**src/rtl/frz_pkg.sv**
```systemverilog
package frz_pkg;
  typedef enum logic [2:0] {
    ST_OPEN,     // unfrozen, idle
    ST_CLOSING,  // freeze raised, waiting for ack high
    ST_SHUT,     // frozen, idle
    ST_RELEASE,  // region reset dropped, freeze still high
    ST_OPENING   // freeze dropped, waiting for ack low
  } frz_state_t;

  // word indices of the register map (byte offset / 4)
  localparam int W_STAT = 0;
  localparam int W_CTRL = 1;
  localparam int W_ILL  = 2;
  localparam int W_VER  = 3;

  // control bits
  localparam int C_FRZ = 0;
  localparam int C_RST = 1;
  localparam int C_UNF = 2;

  // illegal-request code bits
  localparam int I_FRZ = 0;
  localparam int I_UNF = 1;
  localparam int I_RST = 2;

  localparam int CTL_W = 3;
  localparam int ILL_W = 3;
endpackage

```
**src/rtl/frz_req_decode.sv**
```systemverilog
module frz_req_decode
  import frz_pkg::*;
(
  input  logic             ctl_wr,
  input  logic [CTL_W-1:0] ctl_bits,
  input  frz_state_t       state,
  output logic             frz_go,
  output logic             unf_go,
  output logic [ILL_W-1:0] ill_set
);
  logic open_idle, shut_idle;

  always_comb begin
    open_idle = (state == ST_OPEN);
    shut_idle = (state == ST_SHUT);
    frz_go    = ctl_wr && ctl_bits[C_FRZ] && open_idle;
    unf_go    = ctl_wr && ctl_bits[C_UNF] && shut_idle;
    ill_set        = '0;
    ill_set[I_FRZ] = ctl_wr && ctl_bits[C_FRZ] && !open_idle;
    ill_set[I_UNF] = ctl_wr && ctl_bits[C_UNF] && !shut_idle;
    ill_set[I_RST] = ctl_wr && ctl_bits[C_RST] && !shut_idle;
  end
endmodule

```
**src/rtl/frz_seq.sv**
```systemverilog
module frz_seq
  import frz_pkg::*;
(
  input  logic       clk,
  input  logic       rst,
  input  logic       frz_go,
  input  logic       unf_go,
  input  logic       ack,
  input  logic       rst_req,
  output frz_state_t state,
  output logic       freeze_q,
  output logic       region_rst_q,
  output logic       frz_done,
  output logic       unf_done
);
  frz_state_t nxt;

  always_comb begin
    nxt = state;
    unique case (state)
      ST_OPEN:    if (frz_go) nxt = ST_CLOSING;
      ST_CLOSING: if (ack)    nxt = ST_SHUT;
      ST_SHUT:    if (unf_go) nxt = ST_RELEASE;
      ST_RELEASE:             nxt = ST_OPENING;
      ST_OPENING: if (!ack)   nxt = ST_OPEN;
      default:                nxt = ST_OPEN;
    endcase
  end

  always_ff @(posedge clk) begin
    if (rst) begin
      state        <= ST_OPEN;
      freeze_q     <= 1'b0;
      region_rst_q <= 1'b0;
      frz_done     <= 1'b0;
      unf_done     <= 1'b1;
    end else begin
      state        <= nxt;
      freeze_q     <= (nxt == ST_CLOSING) || (nxt == ST_SHUT) || (nxt == ST_RELEASE);
      region_rst_q <= (nxt == ST_SHUT) && rst_req;
      frz_done     <= (nxt == ST_SHUT) || (nxt == ST_RELEASE) || (nxt == ST_OPENING);
      unf_done     <= (nxt == ST_OPEN) || (nxt == ST_CLOSING);
    end
  end
endmodule

```
**src/rtl/frz_csr.sv**
```systemverilog
module frz_csr
  import frz_pkg::*;
#(
  parameter int          ADDR_W  = 4,
  parameter int          DATA_W  = 32,
  parameter logic [31:0] VERSION = 32'h2
) (
  input  logic              clk,
  input  logic              rst,
  input  logic              bus_wr,
  input  logic              bus_rd,
  input  logic [ADDR_W-1:0] bus_addr,
  input  logic [DATA_W-1:0] bus_wdata,
  input  logic [ILL_W-1:0]  ill_set,
  input  logic              frz_done,
  input  logic              unf_done,
  output logic              ctl_wr,
  output logic [CTL_W-1:0]  ctl_nxt,
  output logic [ILL_W-1:0]  ill_q,
  output logic [DATA_W-1:0] bus_rdata
);
  localparam int WIDX_W = ADDR_W - 2;

  logic [WIDX_W-1:0] widx;
  logic [CTL_W-1:0]  ctl_q;
  logic              ill_clr;
  logic [DATA_W-1:0] rd_mux;
  logic              unused_bits;

  assign widx        = bus_addr[ADDR_W-1:2];
  assign unused_bits = ^{bus_addr[1:0], bus_wdata[DATA_W-1:CTL_W]};

  always_comb begin
    ctl_wr  = bus_wr && (widx == WIDX_W'(W_CTRL));
    ill_clr = bus_wr && (widx == WIDX_W'(W_ILL)) && bus_wdata[0];
    ctl_nxt = ctl_wr ? bus_wdata[CTL_W-1:0] : ctl_q;
  end

  always_comb begin
    rd_mux = '0;
    case (widx)
      WIDX_W'(W_STAT): rd_mux = DATA_W'({unf_done, frz_done});
      WIDX_W'(W_CTRL): rd_mux = DATA_W'(ctl_q);
      WIDX_W'(W_ILL):  rd_mux = DATA_W'(ill_q);
      WIDX_W'(W_VER):  rd_mux = DATA_W'(VERSION);
      default:         rd_mux = '0;
    endcase
  end

  always_ff @(posedge clk) begin
    if (rst) begin
      ctl_q     <= '0;
      ill_q     <= '0;
      bus_rdata <= '0;
    end else begin
      ctl_q <= ctl_nxt;
      if (ill_clr) ill_q <= '0;
      else         ill_q <= ill_q | ill_set;
      if (bus_rd)  bus_rdata <= rd_mux;
    end
  end
endmodule

```
**src/rtl/frz_bridge_ctrl.sv**
```systemverilog
module frz_bridge_ctrl
  import frz_pkg::*;
#(
  parameter int          ADDR_W  = 4,
  parameter int          DATA_W  = 32,
  parameter logic [31:0] VERSION = 32'h2
) (
  input  logic              clk,
  input  logic              rst,
  input  logic              bus_wr,
  input  logic              bus_rd,
  input  logic [ADDR_W-1:0] bus_addr,
  input  logic [DATA_W-1:0] bus_wdata,
  output logic [DATA_W-1:0] bus_rdata,
  input  logic              frz_ack_i,
  output logic              freeze_o,
  output logic              region_rst_o
);
  frz_state_t       state;
  logic             ctl_wr, frz_go, unf_go, frz_done, unf_done;
  logic [CTL_W-1:0] ctl_nxt;
  logic [ILL_W-1:0] ill_set, ill_q;

  frz_csr #(.ADDR_W(ADDR_W), .DATA_W(DATA_W), .VERSION(VERSION)) u_csr (
    .clk(clk), .rst(rst), .bus_wr(bus_wr), .bus_rd(bus_rd),
    .bus_addr(bus_addr), .bus_wdata(bus_wdata), .ill_set(ill_set),
    .frz_done(frz_done), .unf_done(unf_done), .ctl_wr(ctl_wr),
    .ctl_nxt(ctl_nxt), .ill_q(ill_q), .bus_rdata(bus_rdata)
  );

  frz_req_decode u_dec (
    .ctl_wr(ctl_wr), .ctl_bits(bus_wdata[CTL_W-1:0]), .state(state),
    .frz_go(frz_go), .unf_go(unf_go), .ill_set(ill_set)
  );

  frz_seq u_seq (
    .clk(clk), .rst(rst), .frz_go(frz_go), .unf_go(unf_go),
    .ack(frz_ack_i), .rst_req(ctl_nxt[C_RST]), .state(state),
    .freeze_q(freeze_o), .region_rst_q(region_rst_o),
    .frz_done(frz_done), .unf_done(unf_done)
  );
endmodule

```
**config.mk**
```make
export PLATFORM = sky130hd
export DESIGN_NAME = frz_bridge_ctrl
export DESIGN_NICKNAME = d
export VERILOG_FILES = /design/src/rtl/frz_pkg.sv /design/src/rtl/frz_req_decode.sv /design/src/rtl/frz_seq.sv /design/src/rtl/frz_csr.sv /design/src/rtl/frz_bridge_ctrl.sv
export SDC_FILE = /design/constraint.sdc
export NUM_CORES = 1
export LEC_CHECK = 0
export ABC_AREA = 1
export CAP_MARGIN = 20
export CORE_MARGIN = 1
export CORE_UTILIZATION = 48
export CTS_BUF_LIST = sky130_fd_sc_hd__clkbuf_4
export CTS_CLUSTER_SIZE = 14
export DETAILED_ROUTE_END_ITERATION = 8
export DONT_BUFFER_PORTS = 1
export PLACE_DENSITY_LB_ADDON = 0.3
export SYNTH_ARGS = -nofsm -noshare
export SYNTH_HDL_FRONTEND = slang
export SYNTH_SLANG_ARGS = --single-unit
```
**constraint.sdc**
```tcl
create_clock -name clk -period 1.07 [get_ports clk]
set_clock_uncertainty 0.2 [all_clocks]
set_input_delay 0.107 -clock clk [delete_from_list [all_inputs] [get_ports clk]]
set_output_delay 0.107 -clock clk [all_outputs]
set_load 0.02 [all_outputs]
```
# Word-level counts from Yosys, hierarchy flattened
# Cells that the tools add are included.
# word_totals
register_bits	45
input_bits	41
out_inout_bits	34
wordCells	51
# op_classes
n_eq_ne	11
mux	7
bitwise_logic	1
reduce_logical	23
# ops
operator	n
32-bit one-hot mux with 4 select lines	1
3-bit one-hot mux with 5 select lines	1
3-bit by 2-bit == test with 1-bit output, second input constant	4
1-bit logical AND	12
3-bit 2-to-1 mux	4
3-bit by 1-bit == test with 1-bit output, second input constant	2
3-bit == test, second input constant	2
3-bit zero test	2
1-bit logical OR	5
2-bit == test, second input constant	2
3-bit bitwise OR	1
2-bit by 1-bit == test with 1-bit output, second input constant	1
1-bit zero test	2
2-bit zero test	1
2-bit 2-to-1 mux	1
2-bit OR reduction	1

# Longest topological paths before layout
# logic_depth
depth_word	9
ltp_mapped	7
mapped_depth_nobuf	7

# Modules after synthesis
# A second synthesis with hierarchy kept.
# hier_totals
cells_unflattened	137
area_unflattened_um2	998.5
# by_module_without_submodules
module	instances	cells_each	area_each_um2	seq_area_each_um2
frz_csr	1	92	665.6	180.2
frz_seq	1	33	276.5	140.1
frz_req_decode	1	12	56.3	0.0

# Least setup slack after synthesis
# No wires, ideal clock.
# synth_path
kind	flip-flop to flip-flop
from	register u_seq.state[0]
to	register u_seq.region_rst_q
setup_ps	73
arrival_time_ps	895
t_required_ps	797
slack_ps	-98
stages_incl_launch_ff	7
path_buffers	0
period_less_slack_ps	1168
path_cell_list	dfxtp_1 > inv_1 > nor3_2 > nand2_1 > nand2_1 > inv_1 > nor3_2
# synth_between
elab_chain_cells	6
word_cells_on_any_way	14
cone_classes	eq/ne (5); mux (5); reduce/logical (4)
# synth_lines
element	line	rtl
from (decl)	frz_seq.sv:10	output frz_state_t state,
from (signal assigned)	frz_seq.sv:38	state <= nxt;
3-bit by 2-bit == test with 1-bit output or 3-bit zero test (tied branches)	frz_req_decode.sv:15, frz_seq.sv:20, frz_req_decode.sv:14	
1-bit logical AND (on tied branches)	frz_req_decode.sv:17, frz_req_decode.sv:16	
3-bit 2-to-1 mux (on tied branches)	frz_seq.sv:23, frz_seq.sv:21	
3-bit one-hot mux with 5 select lines *	frz_seq.sv:20	unique case (state)
3-bit by 2-bit == test with 1-bit output *	frz_seq.sv:40	region_rst_q <= (nxt == ST_SHUT) && rst_req;
1-bit logical AND *	frz_seq.sv:40	
to (signal assigned)	frz_seq.sv:40	
to (decl)	frz_seq.sv:12	output logic region_rst_q,
# Mark *: on every way between the ends. The rest lies on a longest branch, timed or not.
# A chain may end at the register's enable or synchronous reset.

# Final worst setup path
# layout_path
from	register u_seq.state[1]
to	register u_seq.frz_done
# layout_between
elab_chain_cells	7
word_cells_on_any_way	17
cone_classes	eq/ne (7); mux (5); reduce/logical (5)
# layout_lines
element	line	rtl
3-bit by 2-bit == test with 1-bit output or 3-bit zero test (tied branches)	frz_req_decode.sv:15, frz_seq.sv:20, frz_req_decode.sv:14	
1-bit logical AND (on tied branches)	frz_req_decode.sv:17, frz_req_decode.sv:16	
3-bit 2-to-1 mux (on tied branches)	frz_seq.sv:23, frz_seq.sv:21	
3-bit one-hot mux with 5 select lines *	frz_seq.sv:20	
3-bit by 2-bit == test with 1-bit output	frz_seq.sv:41	frz_done <= (nxt == ST_SHUT) || (nxt == ST_RELEASE) || (nxt == ST_OPENING);
1-bit logical OR	frz_seq.sv:41	
1-bit logical OR *	frz_seq.sv:41	
to (signal assigned)	frz_seq.sv:41	
to (decl)	frz_seq.sv:13	output logic frz_done,
# Marked as above.

==> run_results.csv <==
group,metric,value,unit
sta,finalSetupViolCount,10,
floorplanning,die-area,2090,sq um
worst_setup_path,reg2regPathDepth,5,
yosys,synth-seq-area-share,0.348,
drt,avgViaCountPerCell,4.34,
drt,wl_per_cell,9.97,um
layout,diodes,0,
floorplanning,fp.dieH,45.8,um
sta,fin_setup_tns,-0.793,ns
worst_setup_path,crit_family,"simple AND/OR/NAND/NOR gates",
layout,drive_gt1_frac,0.271,
layout,fin_util,0.559,
sta,slew_violations,0,
status,violations,"negative hold slack, negative setup slack",
worst_setup_path,cp_slowest_stage_delay,0.37,ns
sta,fmax,851,MHz
placed_design,portBuffers,0,
worst_setup_path,r2r-start,"u_seq.state[1]",
clocking,cts_setup_buffers,0,
layout,finalNonFillerCells,154,
clocking,cts.sinks,16,
hold_path,hold_class,"input pin to flip-flop",
global_route,antenna_found_initial,0,
worst_setup_path,path_cells,"nor3_2 -> nand2_1 -> nand2_4 -> nor2_1 -> nor2_1",
drt,drt-pass1-iter-count,4,
flow_run,cap_violations,0,
drt,vias,669,
clocking,cts_tree,"built",
placed_design,place_congestion,0.796,
global_route,grt_pass1_vias,581,
worst_setup_path,crit_path_start_kind,"flip-flop",
floorplanning,start_util,0.521,
clocking,cts_buffers,3,
global_route,grt-ovfl-total,0,
worst_setup_path,cpMostUsedCell,"nor2_1",
sta,hold_viol_final,16,
worst_setup_path,r2r_end,"u_seq.frz_done",
power,worst_ir_drop_vdd,0.709,mV
global_route,grt_max_degree,10,
floorplanning,fp.dieW,45.8,um
layout,syn_to_final_growth,7.21,%
yosys,ys_warn_count,0,
sta,fin_ws,-0.105,ns
layout,fin_nets,171,
power,p_leak,0.462,nW
clocking,clock_path_buffers,2,
drt,postRouteAntennaNets,0,
yosys,syn-cell-area,920,sq um
yosys,synthCells,119,
hold_path,min_from,"rst",
drt,drc,0,
hold_path,hold_end,"u_seq.state[1]",
worst_setup_path,required,1.11,ns
placed_design,placed_cells,147,
clocking,hold_buffers,4,
clocking,clk_latency,0.30,ns
sta,period_minus_slack,1.18,ns
clocking,cts-root-buf,"clkbuf_4",
status,status,"finished with violations",
yosys,synth-seq-cells,16,
yosys,postSynthAreaPerCell,7.73,sq um
worst_setup_path,cp.arrival,1.22,ns
sta,period_share,1.10,
worst_setup_path,crit_fanout,4,
clocking,path_clk_slew,0.09,ns
floorplanning,design.core.area,1760,sq um
worst_setup_path,reg2reg_slack,-0.11,ns
power,p_per_area,1180,nW/um^2
global_route,track_usage,0.155,
sta,rsz0062_at_grt,"true",
clocking,htree_levels,1,
floorplanning,ios,75,
worst_setup_path,worstSetupPathType,"flip-flop to flip-flop",
worst_setup_path,cp_num_buf_inv,0,
floorplanning,rows,15,
placed_design,hpwlAfterDp,1140,um
drt,totalWireLength,1540,um
worst_setup_path,cp_slowest_cell,"dfxtp_4",
yosys,synth.distinct_cells,21,
worst_setup_path,cp-end-kind,"flip-flop",
placed_design,pre_cts_slack,-0.121,ns
global_route,grt_pass1_wl,2300,um
hold_path,min_delay_path_depth,1,
drt,drt_iter0_markers,7,
sta,hold_ws,-0.339,ns
==> cells by family after synthesis <==
| logic type | share of synthesized area |
|---|---|
| simple gates | 0.263 |
| compound gates | 0.0871 |
| buf+inv | 0.298 |
| other cells | 0.00408 |
| flops | 0.348 |
==> per-layer routing <==
layer  GRT usage  share of wire  wire, um
met1       0.182           0.41       623
met3      0.0714          0.081       125
met5           0              0         0
met2       0.254           0.51       776
met4      0.0412         0.0059         9
==> placed cells by master (no fill, tap or decap), types with 3 or more instances in the layout <==
master    synthesis  final
conb_1            1     29
nand2_1          15     13
nor2_1           14     13
dfxtp_1          16     10
inv_1            11      8
inv_2             4      6
nand3_1           6      6
nand3_2           3      3
o21ai_0           4      3
clkbuf_4          0      3
buf_6             0      3
dfxtp_2           0      3
dfxtp_4           0      3
==> stage by stage <==
| step | power (W) | cell area (sq um) |
|---|---|---|
| after floorplan | 0.000876 | 1030 |
| after global placement | 0.000818 | 878 |
| after detailed placement | 0.000820 | 878 |
| after CTS | 0.00117 | 981 |
| after global routing | 0.00122 | 986 |
| final | 0.00116 | 986 |
==> registers in the layout (all words and copies together), names as in the netlist <==
| name | cells |
|---|---|
| u_seq.freeze_q | 1 |
| u_csr.ctl_q | 3 |
| u_seq.frz_done | 1 |
| u_seq.state | 3 |
| u_csr.bus_rdata | 3 |
| u_csr.ill_q | 3 |
| u_seq.unf_done | 1 |
| u_seq.region_rst_q | 1 |
==> worst max-delay path by stage <==
stage | startpoint | end | slack, ns | cells after the start
floorplan | u_seq.state[1] | u_seq.region_rst_q | -0.04 | 6
global placement | u_seq.state[1] | u_seq.region_rst_q | -0.1 | 6
detailed placement | u_seq.state[1] | u_seq.region_rst_q | -0.12 | 6
CTS | u_seq.state[2] | u_seq.region_rst_q | -0.11 | 5
global route | u_seq.state[0] | u_seq.region_rst_q | -0.18 | 6
finish | u_seq.state[1] | u_seq.frz_done | -0.11 | 5
==> Yosys cell counts <==
master,count,area (sq um)
conb_1,1,3.75
nor3_4,1,16.3
o211ai_1,1,7.51
nand3_2,3,30.0
a41oi_1,2,17.5
inv_2,4,15.0
o31ai_2,1,12.5
o21ai_0,4,20.0
nor3_2,2,20.0
buf_4,29,218
nand3_1,6,30.0
a21oi_1,3,15.0
nand2_1,15,56.3
dfxtp_1,16,320
nand2_2,2,12.5
o31ai_1,1,7.51
nor2_4,1,11.3
and2_1,1,6.26
nor2_2,1,6.26
nor2_1,14,52.6
inv_1,11,41.3
==> area by class of cell <==
type / instances / area [sq um]
clock inverters: 1 / 3.75
flip-flops and latches: 16 / 335
inverters: 15 / 58.8
fillers: 173 / 778
repair buffers: 7 / 73.8
well taps: 25 / 31.3
multi-input cells: 87 / 460
clock buffers: 3 / 22.5
==> repair_timing <==
action	4_1_cts	5_1_grt
endpoints found under the hold margin	16	16
setup endpoints to repair	13	17
resized for setup	11	5
pin swaps	9	2
==> power breakdown <==
part,internal [W],leakage [nW],switching [W]
Clock,0.000136,0.0154,0.000203
Combinational,0.0000485,0.313,0.000153
Sequential,0.000608,0.133,0.0000145
==> worst reg2reg max path, delay by kind of cell (launching register included) <==
family | cells | cell delay, ns
flip-flops | 1 | 0.37
AND/OR/NAND/NOR | 5 | 0.55
(Power assumes the default switching activity.)
